## src/rtl/sdram_boot_pkg.sv

```systemverilog
package sdram_boot_pkg;

    // Command encoding on {cs_n, ras_n, cas_n, we_n}
    typedef enum logic [3:0] {
        CMD_MRS = 4'b0000,
        CMD_REF = 4'b0001,
        CMD_PRE = 4'b0010,
        CMD_NOP = 4'b0111
    } sdram_cmd_e;

    typedef enum logic [2:0] {
        ST_IDLE_WAIT,
        ST_AFTER_PRE,
        ST_AFTER_REF,
        ST_AFTER_MRS,
        ST_READY
    } boot_state_e;

    typedef struct packed {
        sdram_cmd_e cmd;
        logic       finish;
    } boot_step_t;

    // Nanoseconds to whole clocks, rounding any fraction up, at least one clock.
    function automatic int ns_to_cycles(input int t_ns, input int clk_ps);
        longint num;
        longint c;
        num = longint'(t_ns) * 1000;
        c   = (num + longint'(clk_ps) - 1) / longint'(clk_ps);
        if (c < 1) c = 1;
        return int'(c);
    endfunction

    function automatic int max_of4(input int a, input int b, input int c, input int d);
        int m;
        m = a;
        if (b > m) m = b;
        if (c > m) m = c;
        if (d > m) m = d;
        return m;
    endfunction

    // Mode word: the bit positions are decoded by the memory device.
    function automatic logic [11:0] mode_word(input int bl_code, input int interleave,
                                              input int cas_lat, input int single_wr);
        logic [11:0] w;
        w      = '0;
        w[2:0] = bl_code[2:0];
        w[3]   = interleave[0];
        w[6:4] = cas_lat[2:0];
        w[9]   = single_wr[0];
        return w;
    endfunction

endpackage

```

## src/rtl/sdram_boot_timer.sv

```systemverilog
module sdram_boot_timer
    import sdram_boot_pkg::*;
#(
    parameter int W       = 16,
    parameter int RST_VAL = 0
) (
    input  logic         clk,
    input  logic         rst,
    input  logic         load,
    input  logic [W-1:0] load_val,
    output logic         expired
);

    logic [W-1:0] remain;

    always_ff @(posedge clk) begin
        if (rst) begin
            remain <= W'(RST_VAL);
        end else if (load) begin
            remain <= load_val;
        end else if (remain != '0) begin
            remain <= remain - 1'b1;
        end
    end

    assign expired = (remain == '0);

endmodule

```

## src/rtl/sdram_boot_fsm.sv

```systemverilog
module sdram_boot_fsm
    import sdram_boot_pkg::*;
#(
    parameter int TMR_W      = 16,
    parameter int REF_COUNT  = 8,
    parameter int MODE_FIRST = 0,
    parameter int N_RP       = 3,
    parameter int N_RFC      = 9,
    parameter int N_MRD      = 2
) (
    input  logic             clk,
    input  logic             rst,
    input  logic             expired,
    output logic             load,
    output logic [TMR_W-1:0] load_val,
    output boot_step_t       step
);

    localparam int RC_W = $clog2(REF_COUNT + 1);
    localparam logic [TMR_W-1:0] GAP_RP  = TMR_W'(N_RP - 1);
    localparam logic [TMR_W-1:0] GAP_RFC = TMR_W'(N_RFC - 1);
    localparam logic [TMR_W-1:0] GAP_MRD = TMR_W'(N_MRD - 1);
    localparam logic [RC_W-1:0]  REF_LAST = RC_W'(REF_COUNT);

    boot_state_e     state, state_n;
    logic [RC_W-1:0] refs, refs_n;

    always_ff @(posedge clk) begin
        if (rst) begin
            state <= ST_IDLE_WAIT;
            refs  <= '0;
        end else begin
            state <= state_n;
            refs  <= refs_n;
        end
    end

    always_comb begin
        state_n     = state;
        refs_n      = refs;
        step.cmd    = CMD_NOP;
        step.finish = 1'b0;
        load        = 1'b0;
        load_val    = '0;
        if (expired) begin
            unique case (state)
                ST_IDLE_WAIT: begin
                    step.cmd = CMD_PRE;
                    load     = 1'b1;
                    load_val = GAP_RP;
                    state_n  = ST_AFTER_PRE;
                end
                ST_AFTER_PRE: begin
                    load = 1'b1;
                    if (MODE_FIRST != 0) begin
                        step.cmd = CMD_MRS;
                        load_val = GAP_MRD;
                        state_n  = ST_AFTER_MRS;
                    end else begin
                        step.cmd = CMD_REF;
                        load_val = GAP_RFC;
                        refs_n   = RC_W'(1);
                        state_n  = ST_AFTER_REF;
                    end
                end
                ST_AFTER_REF: begin
                    if (refs < REF_LAST) begin
                        step.cmd = CMD_REF;
                        load     = 1'b1;
                        load_val = GAP_RFC;
                        refs_n   = refs + 1'b1;
                    end else if (MODE_FIRST != 0) begin
                        step.finish = 1'b1;
                        state_n     = ST_READY;
                    end else begin
                        step.cmd = CMD_MRS;
                        load     = 1'b1;
                        load_val = GAP_MRD;
                        state_n  = ST_AFTER_MRS;
                    end
                end
                ST_AFTER_MRS: begin
                    if (MODE_FIRST != 0) begin
                        step.cmd = CMD_REF;
                        load     = 1'b1;
                        load_val = GAP_RFC;
                        refs_n   = RC_W'(1);
                        state_n  = ST_AFTER_REF;
                    end else begin
                        step.finish = 1'b1;
                        state_n     = ST_READY;
                    end
                end
                default: ;
            endcase
        end
    end

endmodule

```

## src/rtl/sdram_boot_drive.sv

```systemverilog
module sdram_boot_drive
    import sdram_boot_pkg::*;
#(
    parameter int                ADDR_W    = 12,
    parameter int                BA_W      = 2,
    parameter int                DQM_W     = 8,
    parameter logic [ADDR_W-1:0] MODE_BITS = '0
) (
    input  logic              clk,
    input  logic              rst,
    input  boot_step_t        step,
    output logic              cs_n,
    output logic              ras_n,
    output logic              cas_n,
    output logic              we_n,
    output logic              cke,
    output logic [DQM_W-1:0]  dqm,
    output logic [ADDR_W-1:0] addr,
    output logic [BA_W-1:0]   ba,
    output logic              done
);

    localparam logic [ADDR_W-1:0] ALL_BANKS = ADDR_W'(1) << 10;

    sdram_cmd_e cmd_q;

    always_ff @(posedge clk) begin
        if (rst) begin
            cmd_q <= CMD_NOP;
            addr  <= '0;
            done  <= 1'b0;
            dqm   <= '1;
        end else begin
            cmd_q <= step.cmd;
            unique case (step.cmd)
                CMD_PRE: addr <= ALL_BANKS;
                CMD_MRS: addr <= MODE_BITS;
                default: addr <= '0;
            endcase
            done <= done | step.finish;
            dqm  <= (done | step.finish) ? '0 : '1;
        end
    end

    assign {cs_n, ras_n, cas_n, we_n} = cmd_q;
    assign cke = 1'b1;
    assign ba  = '0;

endmodule

```

## src/rtl/sdram_boot_seq.sv

```systemverilog
module sdram_boot_seq
    import sdram_boot_pkg::*;
#(
    parameter int CLK_PS       = 8000,
    parameter int T_WAIT_NS    = 200000,
    parameter int T_RP_NS      = 20,
    parameter int T_RFC_NS     = 68,
    parameter int T_MRD_NS     = 16,
    parameter int REF_COUNT    = 8,
    parameter int MODE_FIRST   = 0,
    parameter int BURST_CODE   = 3,
    parameter int INTERLEAVE   = 0,
    parameter int CAS_LAT      = 3,
    parameter int SINGLE_WRITE = 0,
    parameter int ADDR_W       = 12,
    parameter int BA_W         = 2,
    parameter int DQM_W        = 8
) (
    input  logic              clk,
    input  logic              rst,
    output logic              cs_n,
    output logic              ras_n,
    output logic              cas_n,
    output logic              we_n,
    output logic              cke,
    output logic [DQM_W-1:0]  dqm,
    output logic [ADDR_W-1:0] addr,
    output logic [BA_W-1:0]   ba,
    output logic              init_done
);

    localparam int N_WAIT = ns_to_cycles(T_WAIT_NS, CLK_PS);
    localparam int N_RP   = ns_to_cycles(T_RP_NS, CLK_PS);
    localparam int N_RFC  = ns_to_cycles(T_RFC_NS, CLK_PS);
    localparam int N_MRD  = ns_to_cycles(T_MRD_NS, CLK_PS);
    localparam int N_MAX  = max_of4(N_WAIT, N_RP, N_RFC, N_MRD);
    localparam int TMR_W  = $clog2(N_MAX + 1);
    localparam logic [ADDR_W-1:0] MODE_BITS =
        ADDR_W'(mode_word(BURST_CODE, INTERLEAVE, CAS_LAT, SINGLE_WRITE));

    logic             expired;
    logic             load;
    logic [TMR_W-1:0] load_val;
    boot_step_t       step;

    sdram_boot_timer #(
        .W       (TMR_W),
        .RST_VAL (N_WAIT - 1)
    ) u_timer (
        .clk      (clk),
        .rst      (rst),
        .load     (load),
        .load_val (load_val),
        .expired  (expired)
    );

    sdram_boot_fsm #(
        .TMR_W      (TMR_W),
        .REF_COUNT  (REF_COUNT),
        .MODE_FIRST (MODE_FIRST),
        .N_RP       (N_RP),
        .N_RFC      (N_RFC),
        .N_MRD      (N_MRD)
    ) u_fsm (
        .clk      (clk),
        .rst      (rst),
        .expired  (expired),
        .load     (load),
        .load_val (load_val),
        .step     (step)
    );

    sdram_boot_drive #(
        .ADDR_W    (ADDR_W),
        .BA_W      (BA_W),
        .DQM_W     (DQM_W),
        .MODE_BITS (MODE_BITS)
    ) u_drive (
        .clk   (clk),
        .rst   (rst),
        .step  (step),
        .cs_n  (cs_n),
        .ras_n (ras_n),
        .cas_n (cas_n),
        .we_n  (we_n),
        .cke   (cke),
        .dqm   (dqm),
        .addr  (addr),
        .ba    (ba),
        .done  (init_done)
    );

endmodule

```

## config.mk

```make
export PLATFORM = sky130hd
export DESIGN_NAME = sdram_boot_seq
export DESIGN_NICKNAME = d
export VERILOG_FILES = /design/src/rtl/sdram_boot_pkg.sv /design/src/rtl/sdram_boot_timer.sv /design/src/rtl/sdram_boot_fsm.sv /design/src/rtl/sdram_boot_drive.sv /design/src/rtl/sdram_boot_seq.sv
export SDC_FILE = /design/constraint.sdc
export NUM_CORES = 1
export LEC_CHECK = 0
export ABC_AREA = 1
export ABC_CLOCK_PERIOD_IN_PS = 3300
export BUFFER_PORTS_ARGS = -buffer_cell sky130_fd_sc_hd__buf_2
export CAP_MARGIN = 40
export CORE_MARGIN = 10
export CORE_UTILIZATION = 59
export DETAILED_ROUTE_END_ITERATION = 8
export MAX_ROUTING_LAYER = met4
export PLACE_DENSITY = 0.83
export SLEW_MARGIN = 20
export SYNTH_ARGS = -nofsm -noshare
export SYNTH_HDL_FRONTEND = slang
export SYNTH_SLANG_ARGS = --single-unit
```

## constraint.sdc

```tcl
create_clock -name clk -period 3.3 [get_ports clk]
set_clock_uncertainty 0.15 [all_clocks]
set_input_delay 0.33 -clock clk [delete_from_list [all_inputs] [get_ports clk]]
set_output_delay 0.33 -clock clk [all_outputs]
set_load 0.02 [all_outputs]
```

==> metrics.json <==
{
  "postRouteWirelength_um": 3340,
  "grt-ovfl-total": 0,
  "detailedRoute.firstIterationViolations": 82,
  "tightestPinTransition_ns": 0.567,
  "first_pass_iters": 4,
  "detailedPlace.worstSlack_ns": 1.49,
  "setup.worst_path.end_class": "flop",
  "max_stage_delay_ns": 0.34,
  "vias": 1431,
  "synth.ff_latch_count": 29,
  "min-delay-path-class": "input pin to flop",
  "final.setup.tns_ns": 0,
  "postRouteAntennaNets": 0,
  "yosysMostFrequentCell": "sky130_fd_sc_hd__nand2_1",
  "leakage_nw": 0.836,
  "gr_util_all_layers_pct": 13.0,
  "crit_path_cell_trace": "inv_1 -> ha_1 -> inv_1 -> nor2_1 -> nand2_2 -> nor2_4 -> nand2_4 -> inv_6 -> nand3_2 -> nand2_1 -> nand2_2",
  "worst-path-max-fanout": 17,
  "hold_viol": 0,
  "grt_max_degree": 20,
  "rsz0062_at_grt": "no",
  "first_global_vias": 1246,
  "post-synth-top-area-fraction_pct": 33.6,
  "syn_area_um2": 1730,
  "finalSetupViolCount": 0,
  "layout_cells_sized_above_1_pct": 20.8,
  "start_kind": "flop",
  "netlist_instances": 248,
  "cts_root_buf": "sky130_fd_sc_hd__clkbuf_4",
  "final_max_slew_viol_count": 0,
  "utilization_pct": 63.4,
  "die_h_um": 74.1,
  "seq_area_um2": 581,
  "grt_first_pass_wirelength_um": 5580,
  "layout.nets": 263,
  "syn-mean-instance-area_um2": 6.97,
  "htree_levels": 2,
  "cp_num_buf_inv": 3,
  "average_routed_wire_per_standard_cell_um": 11.5,
  "clock.fmax_mhz": 542,
  "drt_drc_violations_left": 0,
  "worst_setup_hold_path_clk_slew_ns": 0.10,
  "slew_headroom_pct": 62.0,
  "design.portCount": 30,
  "crit_required_ns": 3.35,
  "synth_largest_area_cell": "sky130_fd_sc_hd__dfxtp_1",
  "dieWidth_um": 74.1,
  "input_output_buffers": 18,
  "fin_crit_sh_pct": 55.9,
  "die_area_um2": 5490,
  "multiInputGateArea_um2": 871,
  "async_flop_share_pct": 0,
  "gp_routability_congestion": 0.887,
  "floorplan.initialDensity_pct": 62.1,
  "tritoncts_num_sinks": 29,
  "viasPerCell": 4.93,
  "synth_flop_cell": "sky130_fd_sc_hd__dfxtp_1",
  "yosysWarnings": 0,
  "crit_arrival_ns": 1.90,
  "power_density_cells_nw_per_um2": 339,
  "dp_hpwl_um": 2580,
  "max-clock-path-buffers": 2,
  "post_cts_resized": 0,
  "post_cts.repair.setup_buffers": 0,
  "critPathSlowestCell": "sky130_fd_sc_hd__dfxtp_1",
  "worstSkewPairLatency_ns": 0.34,
  "max-vdd-ir-drop_mv": 0.310,
  "worst_slack_ns": 1.46,
  "outcome": "finished clean",
  "power_mw": 0.598,
  "seq_area_frac_synth_pct": 33.6,
  "initial_antenna_violation_count": 0,
  "number_of_distinct_library_cells_after_synthesis": 31,
  "synth_enable_flop_cells": 0,
  "crit_family": "simple AND/OR/NAND/NOR gates",
  "fp.coreArea_um2": 2780,
  "ys_top_cells_by_area": "sky130_fd_sc_hd__dfxtp_1 34%, sky130_fd_sc_hd__nand2_1 11%, sky130_fd_sc_hd__buf_4 9.1%, sky130_fd_sc_hd__nand3_1 8.4%, sky130_fd_sc_hd__inv_1 6.7%",
  "antennaDiodeCount": 0,
  "start_to_end_type_of_the_worst_setup_path": "flop to flop",
  "row_count": 19,
  "max_cap_viol_count": 0,
  "post_synth_most_frequent_cells": "50 x sky130_fd_sc_hd__nand2_1, 31 x sky130_fd_sc_hd__inv_1, 29 x sky130_fd_sc_hd__dfxtp_1, 29 x sky130_fd_sc_hd__nand3_1, 29 x sky130_fd_sc_hd__nor2_1",
  "fillers": 259,
  "synthToLayoutAreaGrowth_pct": 2.10,
  "cts_buffers": 5,
  "ctsHoldBuffers": 0,
  "min_period_ns": 1.84,
  "tritoncts": "yes"
}
-- cell usage in the layout, fill, tap and decap left out, types with 2 or more instances in the layout --
cell,n
sky130_fd_sc_hd__nand2_2,7
sky130_fd_sc_hd__a21oi_1,8
sky130_fd_sc_hd__nor2_4,6
sky130_fd_sc_hd__ha_1,3
sky130_fd_sc_hd__nand2_1,50
sky130_fd_sc_hd__nand3_1,29
sky130_fd_sc_hd__xor2_1,2
sky130_fd_sc_hd__buf_2,18
sky130_fd_sc_hd__conb_1,11
sky130_fd_sc_hd__dfxtp_1,29
sky130_fd_sc_hd__clkbuf_4,5
sky130_fd_sc_hd__nor2_1,29
sky130_fd_sc_hd__o21ai_0,4
sky130_fd_sc_hd__nand4_1,3
sky130_fd_sc_hd__nor2_2,6
sky130_fd_sc_hd__nor3_1,2
sky130_fd_sc_hd__inv_1,31
sky130_fd_sc_hd__clkinv_2,2
sky130_fd_sc_hd__nand2_4,2
-- registers in the layout, indices dropped and copies added (netlist names) --
signal / flops
u_timer.remain: 15
u_drive.done: 1
u_drive.cmd_q: 3
u_fsm.state: 3
u_drive.dqm: 1
u_fsm.refs: 4
u_drive.addr: 2
-- metal layers --
| metal | vias to the layer above | track usage [%] | share of wire (%) |
|---|---|---|---|
| li1 | 758 | - | - |
| met1 | 620 | 16.4 | 46 |
| met2 | 47 | 18.5 | 42 |
| met3 | 6 | 4.52 | 10 |
| met4 | 0 | 5.18 | 1.6 |
| met5 | - | - | 0 |
-- worst register-to-register path, cell delays in order, from the launching register on --
cell                      delay [ns]
sky130_fd_sc_hd__dfxtp_1        0.34
sky130_fd_sc_hd__inv_1          0.13
sky130_fd_sc_hd__ha_1           0.21
sky130_fd_sc_hd__inv_1          0.05
sky130_fd_sc_hd__nor2_1         0.15
sky130_fd_sc_hd__nand2_2        0.08
sky130_fd_sc_hd__nor2_4         0.10
sky130_fd_sc_hd__nand2_4        0.15
sky130_fd_sc_hd__inv_6          0.12
sky130_fd_sc_hd__nand3_2        0.08
sky130_fd_sc_hd__nand2_1        0.09
sky130_fd_sc_hd__nand2_2        0.06
-- layout make-up --
type | count | area share (%)
clock buffers | 6 | 2.34
clock inverters | 2 | 0.567
inverters | 34 | 7.52
multi-input cells | 170 | 49.4
flip-flops and latches | 29 | 32.9
well taps | 31 | 2.20
repair buffers | 18 | 5.11
-- metrics by stage --
step           cells  instance area, µm²  hold WS, ns
5_1_grt          290                1760        0.147
2_1_floorplan    257                1760        0.300
4_1_cts          290                1760        0.125
6_report         290                1760        0.127
3_5_place_dp     282                1710        0.322
3_3_place_gp     282                1710        0.320
-- path summary, 6_finish.rpt --
| kind | start | to | slack (ns) | cells after the start |
|---|---|---|---|---|
| worst max-delay path | u_timer.remain[0]$_SDFFE_PP1P_ | u_drive.dqm[6]$_SDFF_PP1_ | 1.46 | 11 |
| worst min-delay path | rst | u_fsm.refs[3]$_SDFFE_PP0P_ | 0.13 | 2 |
| worst max register to register | u_timer.remain[0]$_SDFFE_PP1P_ | u_drive.dqm[6]$_SDFF_PP1_ | 1.46 | 11 |
| worst min register to register | u_timer.remain[11]$_SDFFE_PP0P_ | u_timer.remain[11]$_SDFFE_PP0P_ | 0.35 | 2 |
-- logic make-up (layout without fill, tap and decap cells) --
| kind of cell | Yosys count | in the layout | synth area share, % |
|---|---|---|---|
| adder cells (fa/ha/maj) | 3 | 3 | 2.17 |
| AND/OR/NAND/NOR | 139 | 139 | 39.8 |
| XOR/XNOR | 3 | 3 | 1.52 |
| flip-flops | 29 | 29 | 33.6 |
| AO/OA/AOI/OAI | 14 | 14 | 4.49 |
| buffers and inverters | 58 | 60 | 18.0 |
| other | 2 | 11 | 0.435 |
-- power breakdown --
| part | switching, mW | internal [mW] |
|---|---|---|
| Sequential | 0.00316 | 0.353 |
| Clock | 0.125 | 0.0809 |
| Combinational | 0.0284 | 0.00783 |
| Total | 0.156 | 0.442 |
Note: power is estimated with default switching activity, not from simulation.
